===== config.mk =====
export PLATFORM = sky130hd
export DESIGN_NAME = smb_byte_master
export DESIGN_NICKNAME = d
export VERILOG_FILES = /design/src/rtl/smb_pkg.sv /design/src/rtl/smb_qdiv.sv /design/src/rtl/smb_regs.sv /design/src/rtl/smb_engine.sv /design/src/rtl/smb_byte_master.sv
export SDC_FILE = /design/constraint.sdc
export NUM_CORES = 1
export LEC_CHECK = 0
export ABC_AREA = 1
export BUFFER_PORTS_ARGS = -buffer_cell sky130_fd_sc_hd__buf_2
export CORE_ASPECT_RATIO = 1.25
export CORE_MARGIN = 3
export CORE_UTILIZATION = 54
export CTS_CLUSTER_DIAMETER = 60
export DETAILED_ROUTE_END_ITERATION = 7
export GPL_ROUTABILITY_DRIVEN = 1
export GPL_TIMING_DRIVEN = 0
export PLACE_DENSITY = 0.71
export SLEW_MARGIN = 20
export SYNTH_ARGS = -nofsm -noshare
export SYNTH_HDL_FRONTEND = slang
export SYNTH_SLANG_ARGS = --single-unit
export TNS_END_PERCENT = 1

===== constraint.sdc =====
create_clock -name clk -period 4.3 [get_ports clk]
set_clock_uncertainty 0.15 [all_clocks]
set_input_delay 0.86 -clock clk [delete_from_list [all_inputs] [get_ports clk]]
set_output_delay 0.86 -clock clk [all_outputs]
set_load 0.01 [all_outputs]

===== src/rtl/smb_pkg.sv =====
package smb_pkg;

  localparam logic [1:0] RA_INDEX = 2'd0;
  localparam logic [1:0] RA_TADDR = 2'd1;
  localparam logic [1:0] RA_DATA  = 2'd2;
  localparam logic [1:0] RA_CTRL  = 2'd3;

  typedef enum logic [2:0] {
    SK_START, SK_TXAW, SK_TXAR, SK_TXIDX, SK_TXDAT, SK_RX, SK_RSTART, SK_STOP
  } slot_kind_t;

  // Frame plan: which step comes at position 'slot' for a given direction and framing
  function automatic slot_kind_t slot_kind(input logic [2:0] slot, input logic rd,
                                           input logic short_form);
    slot_kind_t k;
    k = SK_STOP;
    unique case ({rd, short_form})
      2'b00: case (slot)
               3'd0: k = SK_START;  3'd1: k = SK_TXAW;
               3'd2: k = SK_TXIDX;  3'd3: k = SK_TXDAT;
               default: k = SK_STOP;
             endcase
      2'b01: case (slot)
               3'd0: k = SK_START;  3'd1: k = SK_TXAW;
               3'd2: k = SK_TXDAT;
               default: k = SK_STOP;
             endcase
      2'b10: case (slot)
               3'd0: k = SK_START;  3'd1: k = SK_TXAW;
               3'd2: k = SK_TXIDX;  3'd3: k = SK_RSTART;
               3'd4: k = SK_TXAR;   3'd5: k = SK_RX;
               default: k = SK_STOP;
             endcase
      default: case (slot)
               3'd0: k = SK_START;  3'd1: k = SK_TXAR;
               3'd2: k = SK_RX;
               default: k = SK_STOP;
             endcase
    endcase
    return k;
  endfunction

  function automatic logic is_byte(input slot_kind_t k);
    return (k == SK_TXAW) || (k == SK_TXAR) || (k == SK_TXIDX) ||
           (k == SK_TXDAT) || (k == SK_RX);
  endfunction

  function automatic logic [7:0] tx_byte(input slot_kind_t k, input logic [7:0] taddr,
                                         input logic [7:0] idx, input logic [7:0] wd);
    logic [7:0] b;
    case (k)
      SK_TXAW:  b = {taddr[7:1], 1'b0};
      SK_TXAR:  b = {taddr[7:1], 1'b1};
      SK_TXIDX: b = idx;
      default:  b = wd;
    endcase
    return b;
  endfunction

endpackage


===== src/rtl/smb_qdiv.sv =====
module smb_qdiv #(
  parameter int QTR_NORM   = 500,
  parameter int TEST_SHIFT = 3
) (
  input  logic clk,
  input  logic rst_n,
  input  logic run,
  input  logic fast,
  output logic tick
);
  localparam int QTR_TEST = ((QTR_NORM >> TEST_SHIFT) < 1) ? 1 : (QTR_NORM >> TEST_SHIFT);
  localparam int CW       = $clog2(QTR_NORM + 1);
  localparam logic [CW-1:0] LIM_N = CW'(QTR_NORM - 1);
  localparam logic [CW-1:0] LIM_T = CW'(QTR_TEST - 1);

  logic [CW-1:0] cnt;
  logic [CW-1:0] lim;

  assign lim  = fast ? LIM_T : LIM_N;
  assign tick = run && (cnt >= lim);

  always_ff @(posedge clk or negedge rst_n) begin
    if (!rst_n)              cnt <= '0;
    else if (!run || tick)   cnt <= '0;
    else                     cnt <= cnt + 1'b1;
  end
endmodule


===== src/rtl/smb_regs.sv =====
module smb_regs
  import smb_pkg::*;
(
  input  logic       clk,
  input  logic       rst_n,
  input  logic       reg_wr,
  input  logic [1:0] reg_addr,
  input  logic [7:0] reg_wdata,
  output logic [7:0] reg_rdata,
  input  logic       loader_busy,
  input  logic       loader_err,
  input  logic       xfer_done,
  input  logic       nack_evt,
  input  logic       rx_load,
  input  logic [7:0] rx_byte,
  output logic [7:0] idx_q,
  output logic [7:0] taddr_q,
  output logic [7:0] data_q,
  output logic       short_form,
  output logic       fast_test,
  output logic       det_en,
  output logic       busy,
  output logic       req_err,
  output logic       sa_wr,
  output logic       err_clr,
  output logic       start_req
);
  logic ld_err;
  logic ctrl_wr;

  assign ctrl_wr   = reg_wr && (reg_addr == RA_CTRL);
  assign sa_wr     = reg_wr && (reg_addr == RA_TADDR);
  assign err_clr   = ctrl_wr && reg_wdata[1];
  assign start_req = sa_wr && det_en && !busy;

  always_ff @(posedge clk or negedge rst_n) begin
    if (!rst_n) begin
      idx_q <= '0; taddr_q <= '0; data_q <= '0;
      short_form <= 1'b0; fast_test <= 1'b0; det_en <= 1'b0;
      busy <= 1'b0; req_err <= 1'b0; ld_err <= 1'b0;
    end else begin
      if (reg_wr && !busy && reg_addr == RA_INDEX) idx_q <= reg_wdata;
      if (start_req) taddr_q <= reg_wdata;
      if (rx_load)                                       data_q <= rx_byte;
      else if (reg_wr && !busy && reg_addr == RA_DATA)   data_q <= reg_wdata;
      if (ctrl_wr) begin
        short_form <= reg_wdata[7];
        det_en     <= reg_wdata[3];
        fast_test  <= reg_wdata[2];
      end
      if (start_req)      busy <= 1'b1;
      else if (xfer_done) busy <= 1'b0;
      if (nack_evt)       req_err <= 1'b1;
      else if (err_clr)   req_err <= 1'b0;
      if (loader_err)                     ld_err <= 1'b1;
      else if (ctrl_wr && reg_wdata[0])   ld_err <= 1'b0;
    end
  end

  always_comb begin
    case (reg_addr)
      RA_INDEX: reg_rdata = idx_q;
      RA_TADDR: reg_rdata = taddr_q;
      RA_DATA:  reg_rdata = data_q;
      default:  reg_rdata = {short_form, 1'b0, busy, loader_busy, det_en, fast_test,
                             req_err, ld_err};
    endcase
  end
endmodule


===== src/rtl/smb_engine.sv =====
module smb_engine
  import smb_pkg::*;
(
  input  logic       clk,
  input  logic       rst_n,
  input  logic       start,
  input  logic       tick,
  input  logic       short_form,
  input  logic [7:0] taddr,
  input  logic [7:0] idx,
  input  logic [7:0] wd,
  input  logic       sda_in,
  output logic       active,
  output logic       scl_oe,
  output logic       sda_oe,
  output logic       done,
  output logic       nack_evt,
  output logic       rx_load,
  output logic [7:0] rx_byte
);
  logic [2:0] slot;
  logic [1:0] q;
  logic [3:0] bitn;
  logic       abort_q, sf_q, nack_seen;
  slot_kind_t kind;
  logic       byte_slot;
  logic [7:0] txb;
  logic       want_scl, want_sda, hold_sda;

  assign kind      = abort_q ? SK_STOP : slot_kind(slot, taddr[0], sf_q);
  assign byte_slot = is_byte(kind);
  assign txb       = tx_byte(kind, taddr, idx, wd);
  assign hold_sda  = (q == 2'd0) && (kind != SK_START);

  always_comb begin
    case (kind)
      SK_START:  begin want_scl = 1'b0;     want_sda = q[1];          end
      SK_RSTART: begin want_scl = !q[1];    want_sda = (q == 2'd3);   end
      SK_STOP:   begin want_scl = !q[1];    want_sda = (q != 2'd3);   end
      SK_RX:     begin want_scl = !q[1];    want_sda = 1'b0;          end
      default: begin
        want_scl = !q[1];
        want_sda = (bitn < 4'd8) ? !txb[3'd7 - bitn[2:0]] : 1'b0;
      end
    endcase
  end

  always_ff @(posedge clk or negedge rst_n) begin
    if (!rst_n) begin
      active <= 1'b0; slot <= '0; q <= '0; bitn <= '0;
      abort_q <= 1'b0; sf_q <= 1'b0; nack_seen <= 1'b0;
      done <= 1'b0; nack_evt <= 1'b0; rx_load <= 1'b0; rx_byte <= '0;
      scl_oe <= 1'b0; sda_oe <= 1'b0;
    end else begin
      done <= 1'b0; nack_evt <= 1'b0; rx_load <= 1'b0;
      if (!active) begin
        scl_oe <= 1'b0; sda_oe <= 1'b0;
        if (start) begin
          active <= 1'b1; slot <= '0; q <= '0; bitn <= '0;
          abort_q <= 1'b0; sf_q <= short_form;
        end
      end else begin
        scl_oe <= want_scl;
        if (!hold_sda) sda_oe <= want_sda;
        if (tick) begin
          q <= q + 2'd1;
          if (byte_slot && q == 2'd2) begin
            if (bitn < 4'd8) rx_byte <= {rx_byte[6:0], sda_in};
            else             nack_seen <= sda_in;
          end
          if (q == 2'd3) begin
            if (byte_slot && bitn != 4'd8) begin
              bitn <= bitn + 4'd1;
            end else begin
              bitn <= '0;
              if (kind == SK_STOP) begin
                active <= 1'b0; done <= 1'b1; abort_q <= 1'b0;
              end else if (byte_slot && kind != SK_RX && nack_seen) begin
                abort_q <= 1'b1; nack_evt <= 1'b1;
              end else begin
                slot <= slot + 3'd1;
                if (kind == SK_RX) rx_load <= 1'b1;
              end
            end
          end
        end
      end
    end
  end
endmodule


===== src/rtl/smb_byte_master.sv =====
module smb_byte_master #(
  parameter int QTR_NORM   = 500,
  parameter int TEST_SHIFT = 3
) (
  input  logic       clk,
  input  logic       rst_n,
  input  logic       reg_wr,
  input  logic [1:0] reg_addr,
  input  logic [7:0] reg_wdata,
  output logic [7:0] reg_rdata,
  input  logic       loader_busy,
  input  logic       loader_err,
  output logic       scl_oe,
  output logic       sda_oe,
  input  logic       sda_in
);
  logic [7:0] idx_q, taddr_q, data_q, rx_byte;
  logic short_form, fast_test, det_en, busy, req_err, sa_wr, err_clr, start_req;
  logic xfer_done, nack_evt, rx_load, active, qtick;

  smb_regs u_regs (
    .clk(clk), .rst_n(rst_n), .reg_wr(reg_wr), .reg_addr(reg_addr),
    .reg_wdata(reg_wdata), .reg_rdata(reg_rdata), .loader_busy(loader_busy),
    .loader_err(loader_err), .xfer_done(xfer_done), .nack_evt(nack_evt),
    .rx_load(rx_load), .rx_byte(rx_byte), .idx_q(idx_q), .taddr_q(taddr_q),
    .data_q(data_q), .short_form(short_form), .fast_test(fast_test),
    .det_en(det_en), .busy(busy), .req_err(req_err), .sa_wr(sa_wr),
    .err_clr(err_clr), .start_req(start_req)
  );

  smb_qdiv #(.QTR_NORM(QTR_NORM), .TEST_SHIFT(TEST_SHIFT)) u_div (
    .clk(clk), .rst_n(rst_n), .run(active), .fast(fast_test), .tick(qtick)
  );

  smb_engine u_eng (
    .clk(clk), .rst_n(rst_n), .start(start_req), .tick(qtick),
    .short_form(short_form), .taddr(taddr_q), .idx(idx_q), .wd(data_q),
    .sda_in(sda_in), .active(active), .scl_oe(scl_oe), .sda_oe(sda_oe),
    .done(xfer_done), .nack_evt(nack_evt), .rx_load(rx_load), .rx_byte(rx_byte)
  );
endmodule



Word-level counts from Yosys, hierarchy flattened
Cells that the tools add are included.
Storage, ports and cells
  word-level logic and storage cells: 176
  input port bits: 16
  memory bits (writable): 0
  memories kept: 0
  latch bits: 0
  register bits after elaboration: 65
  output and inout bits: 10
  ROM bits: 0
Operators by class
  $lt $le $gt $ge: 3
  $mul: 0
  muxes and demuxes: 72
  $add $sub $neg: 5
  bitwise operators: 2
  reductions and logical operators: 42
  div/mod/pow operators: 0
  shifts and indexed selects: 0
  equality and inequality tests: 29
Operator list (number)
  $pmux 8 s3: 2
  $mux 1: 43
  $pmux 3 s3: 3
  $mux 3: 8
  $mux 4: 5
  $eq 3x3->1 const B: 6
  $mux 9: 2
  $pmux 3 s6: 1
  $mux 8: 2
  $logic_and 1x1->1: 15
  $ne 2x2->1 const B: 7
  $eq 3x2->1 const B: 4
  $pmux 3 s4: 1
  $eq 2x2->1 const B: 5
  $reduce_bool 2->1: 5
  $add 9x1->9 const B: 1
  $ge 9x9->1: 1
  $reduce_and 4->1: 2
  $eq 3x1->1 const B: 2
  $logic_not 2->1: 3
  $logic_not 3->1: 2
  $mux 2: 3
  $ne 3x3->1 const B: 2
  $reduce_and 6->1: 1
  other kinds (17): 27

Logic depth before layout (Yosys ltp)
  depth in word-level cells: 17
  mapped depth: 21
  mapped depth without buffers: 21

Hierarchy
From an unflattened synthesis, not the netlist that was laid out.
Unflattened totals
  cells, all modules: 525
  area total of the unflattened synthesis: 4035.1 µm²
By module, submodules not included
  smb_engine: instances 1, cells an instance 253, seq. area each 650.6 µm², area each 1905.6 µm²
  smb_regs: instances 1, cells an instance 197, seq. area each 750.7 µm², area each 1527.7 µm²
  smb_qdiv: instances 1, cells an instance 75, seq. area each 225.2 µm², area each 601.8 µm²

Worst setup path before layout
OpenSTA, ideal clock, no wires.
  path kind: input to output
  start: input port reg_addr[0]
  end: output port reg_rdata[0]
  buffers on the path: 0
  setup slack: 1773 ps
  required time: 3290 ps
  stages: 4
  arrival time: 1517 ps
  cells stage by stage: inv_1 > nor2_1 > a221oi_1 > o21ai_0
On the way
  word-level cells in the longest chain between the ends: 2
  elaborated cells between the ends (all ways): 4
RTL lines
  from (decl): RTL line smb_byte_master.sv:8  | input logic [1:0] reg_addr,
  $eq 2x2->1, or another cell as far along: RTL line smb_regs.sv:61  | case (reg_addr)
  $pmux 8 s3 *: RTL line smb_regs.sv:61
  to (decl): RTL line smb_byte_master.sv:10  | output logic [7:0] reg_rdata,
Mark *: on every way between the ends. The rest lies on a longest branch, timed or not.

Final worst setup path
  start: input port reg_addr[0]
  end: output port reg_rdata[2]
Same word-level chain as after synthesis.

==> flow_summary.toml <==
[global_route]
grt_pass1_wl_microns = 15200
track_usage_pct = 24.5
grt_pass1_vias = 3180
grt_max_degree = 47
antenna_found_initial = 0
grt_overflow = 0

[clock_tree]
cts.sinks = 65
cts_max_level = 3
tritoncts = "yes"
cts_buffer_depth = 2
cts_resized = 0
cts.clk_slew.worst_paths_ns = 0.07
root_buffer = "clkbuf_8"
cts_buffers = 9
clk_latency_ns = 0.34
cts_setup_buffers = 0
hold_buffers = 0

[synth]
synthTopCellsByArea = "dfrtp_1 44%, nand2_1 12%, inv_1 6.2%, ha_1 5.4%, o21ai_0 5.4%"
synthCells = 471
synth_ff_type = "dfrtp_1"
synth_compound_area_share_pct = 14.1
muxShareOfSynthArea_pct = 0
synthXorXnorAreaFrac_pct = 0.942
synth_top_family_by_area = "simple AND/OR/NAND/NOR gates"
netlist_area_sq_mm = 0.00372
yosys.area_share.simple_pct = 28.4
synth_nets = 503
synth_top_area_share_pct = 43.8
seq_area_frac_synth_pct = 43.8
ys.warnings.count = 0
async_flop_share_pct = 100
synth_fa_ha_area_share_pct = 5.39
synth_seq_cells = 65
synth_top_area_cell = "dfrtp_1"
synth_edf_count = 0
synth_cell_types = 33
avgSynthCellArea_sq_um = 7.89

[floorplan]
row_count = 33
die_h_microns = 98.8
die-area_sq_mm = 0.00792
die_x_microns = 80.2
io_pins = 26
coreArea_sq_mm = 0.00661
initial_core_util_pct = 56.3

[timing]
setup_tns_ns = 0
hold_violations = 0
relSlewSlack_pct = 51.5
finalCriticalPeriod_ns = 3.08
worst_slew_pin_slew_ns = 0.724
rsz0062_at_grt = "no"
setup_violations = 0
setup_ws_ns = 1.22
finalCritPeriodShare_pct = 71.6
slew_viol_final = 0
fmax_mhz = 325

[placed_design]
hpwl_microns = 6490
dp_slack_ns = 1.25
gp_congestion = 0.895
numPortBuffers = 25
placed_cell_area_sq_mm = 0.00398

[cells_and_area]
final_common_cell = "nand2_1"
n_antenna_cell = 0
postLayoutCoreUtil_pct = 62.6
final_net_count = 540
layout-drive-gt1-share_pct = 14.4
final_cell_mix = "122 x nand2_1, 65 x dfrtp_1, 61 x inv_1"
area_growth_pct = 11.3
fillerInstances = 608
seq_area_sq_mm = 0.00163
design_area_sq_mm = 0.00414
multi_input_area_sq_mm = 0.00182

[critical_path]
crit_required_ns = 3.29
crit_path_top_delay_cell = "nor2_1"
worst_setup_path_start_kind = "input pin"
crit_type = "in2out"
path_cells = "buf_2 -> inv_1 -> nor2_1 -> a221oi_1 -> o21ai_0 -> buf_2"
cp_slowest_stage_delay_ns = 0.55
r2r_setup_slack_ns = 1.42
r2r-start = "u_regs.fast_test$_DFFE_PN0P_"
worst_r2r_endpoint = "u_eng.slot[1]$_DFFE_PN0P_"
path_max_fanout = 10
cp_common_cell = "buf_2"
end_kind = "output port"
reg2reg_depth = 16
arrival_ns = 2.07

[power_and_ir_drop]
power.total_mw = 1.12
peakVddDrop_uv = 223
p_leak_nw = 2.08
power_density_mw_per_mm2 = 271

[route]
vias_per_cell = 5.38
drc = 0
wirelength_microns = 8530
vias = 3230
ant_nets = 0
routedWlPerCell_microns = 14.2
drtIter0Drc = 163
dr.pass1.iters = 5

[min_path]
hold_class = "in2async"

[status]
outcome = "completed"

[flow_run]
timing.max_cap.violations = 0
[cells by family (layout without fill, tap and decap cells)]
family	count (synthesis)	in the layout
AO/OA/AOI/OAI	83	83
XOR/XNOR	4	4
flip-flops	65	65
buffers and inverters	71	113
AND/OR/NAND/NOR	232	232
adder cells (fa/ha/maj)	16	16
[metrics by stage]
step | hold slack (ns) | std cells
floorplan | 0.250 | 471
global placement | 0.295 | 583
detailed placement | 0.281 | 584
CTS | 0.255 | 600
global route | 0.258 | 600
finish | 0.257 | 600
[how the worst max path moves through the flow]
stage               slack (ns)  cells past startpoint                          from                   endpoint
finish                    1.22                      6                   reg_addr[0]               reg_rdata[2]
global route              1.03                     16  u_regs.fast_test$_DFFE_PN0P_  u_eng.slot[1]$_DFFE_PN0P_
CTS                       1.24                      6                   reg_addr[0]               reg_rdata[2]
detailed placement        1.25                      6                   reg_addr[0]               reg_rdata[2]
global placement          1.25                      6                   reg_addr[0]               reg_rdata[2]
floorplan                 1.77                      4                   reg_addr[0]               reg_rdata[0]
[cells in the mapped netlist, drive strengths merged, types with 5 or more instances]
cell type and number:
nand2 131, dfrtp 65, inv 65, nor2 50
o21ai 49, nand3 32, ha 16, a21oi 13
o211ai 9, nor3 8, nand4 6, clkbuf 5
[per-layer routing]
layer	GRT usage, %	vias to the layer above	share of wire (%)
met3	4.66	21	3.7
li1	-	1604	-
met5	0	-	0
met1	33.1	1527	44
met4	9.49	0	3.1
met2	39.0	78	49
[flip-flops by register name, indices dropped and copies added (netlist names), 2 cells and up]
| signal | cells |
|---|---|
| u_div.cnt | 9 |
| u_eng.bitn | 4 |
| u_eng.q | 2 |
| u_eng.rx_byte | 8 |
| u_eng.slot | 3 |
| u_regs.data_q | 8 |
| u_regs.idx_q | 8 |
| u_regs.taddr_q | 8 |
[report_power, final]
group          switching, mW  internal, mW
clock network          0.222         0.206
logic                 0.0446        0.0229
registers            0.00795         0.619
[critical path: cells and delay by family]
kind | cells | cell delay, ns
AND/OR/NAND/NOR | 1 | 0.55
AO/OA/AOI/OAI | 2 | 0.35
buffers and inverters | 3 | 0.31
[cell type report]
| cell class | instances | share of cell area [%] |
|---|---|---|
| Sequential cell | 65 | 39.3 |
| Tap cell | 87 | 2.63 |
| Timing Repair Buffer | 26 | 3.75 |
| Inverter | 65 | 5.90 |
| Clock buffer | 12 | 3.27 |
| Multi-Input combinational cell | 335 | 43.9 |
| Clock inverter | 4 | 0.484 |
| Buffer | 6 | 0.726 |
Note: power is estimated with default switching activity, not from simulation.
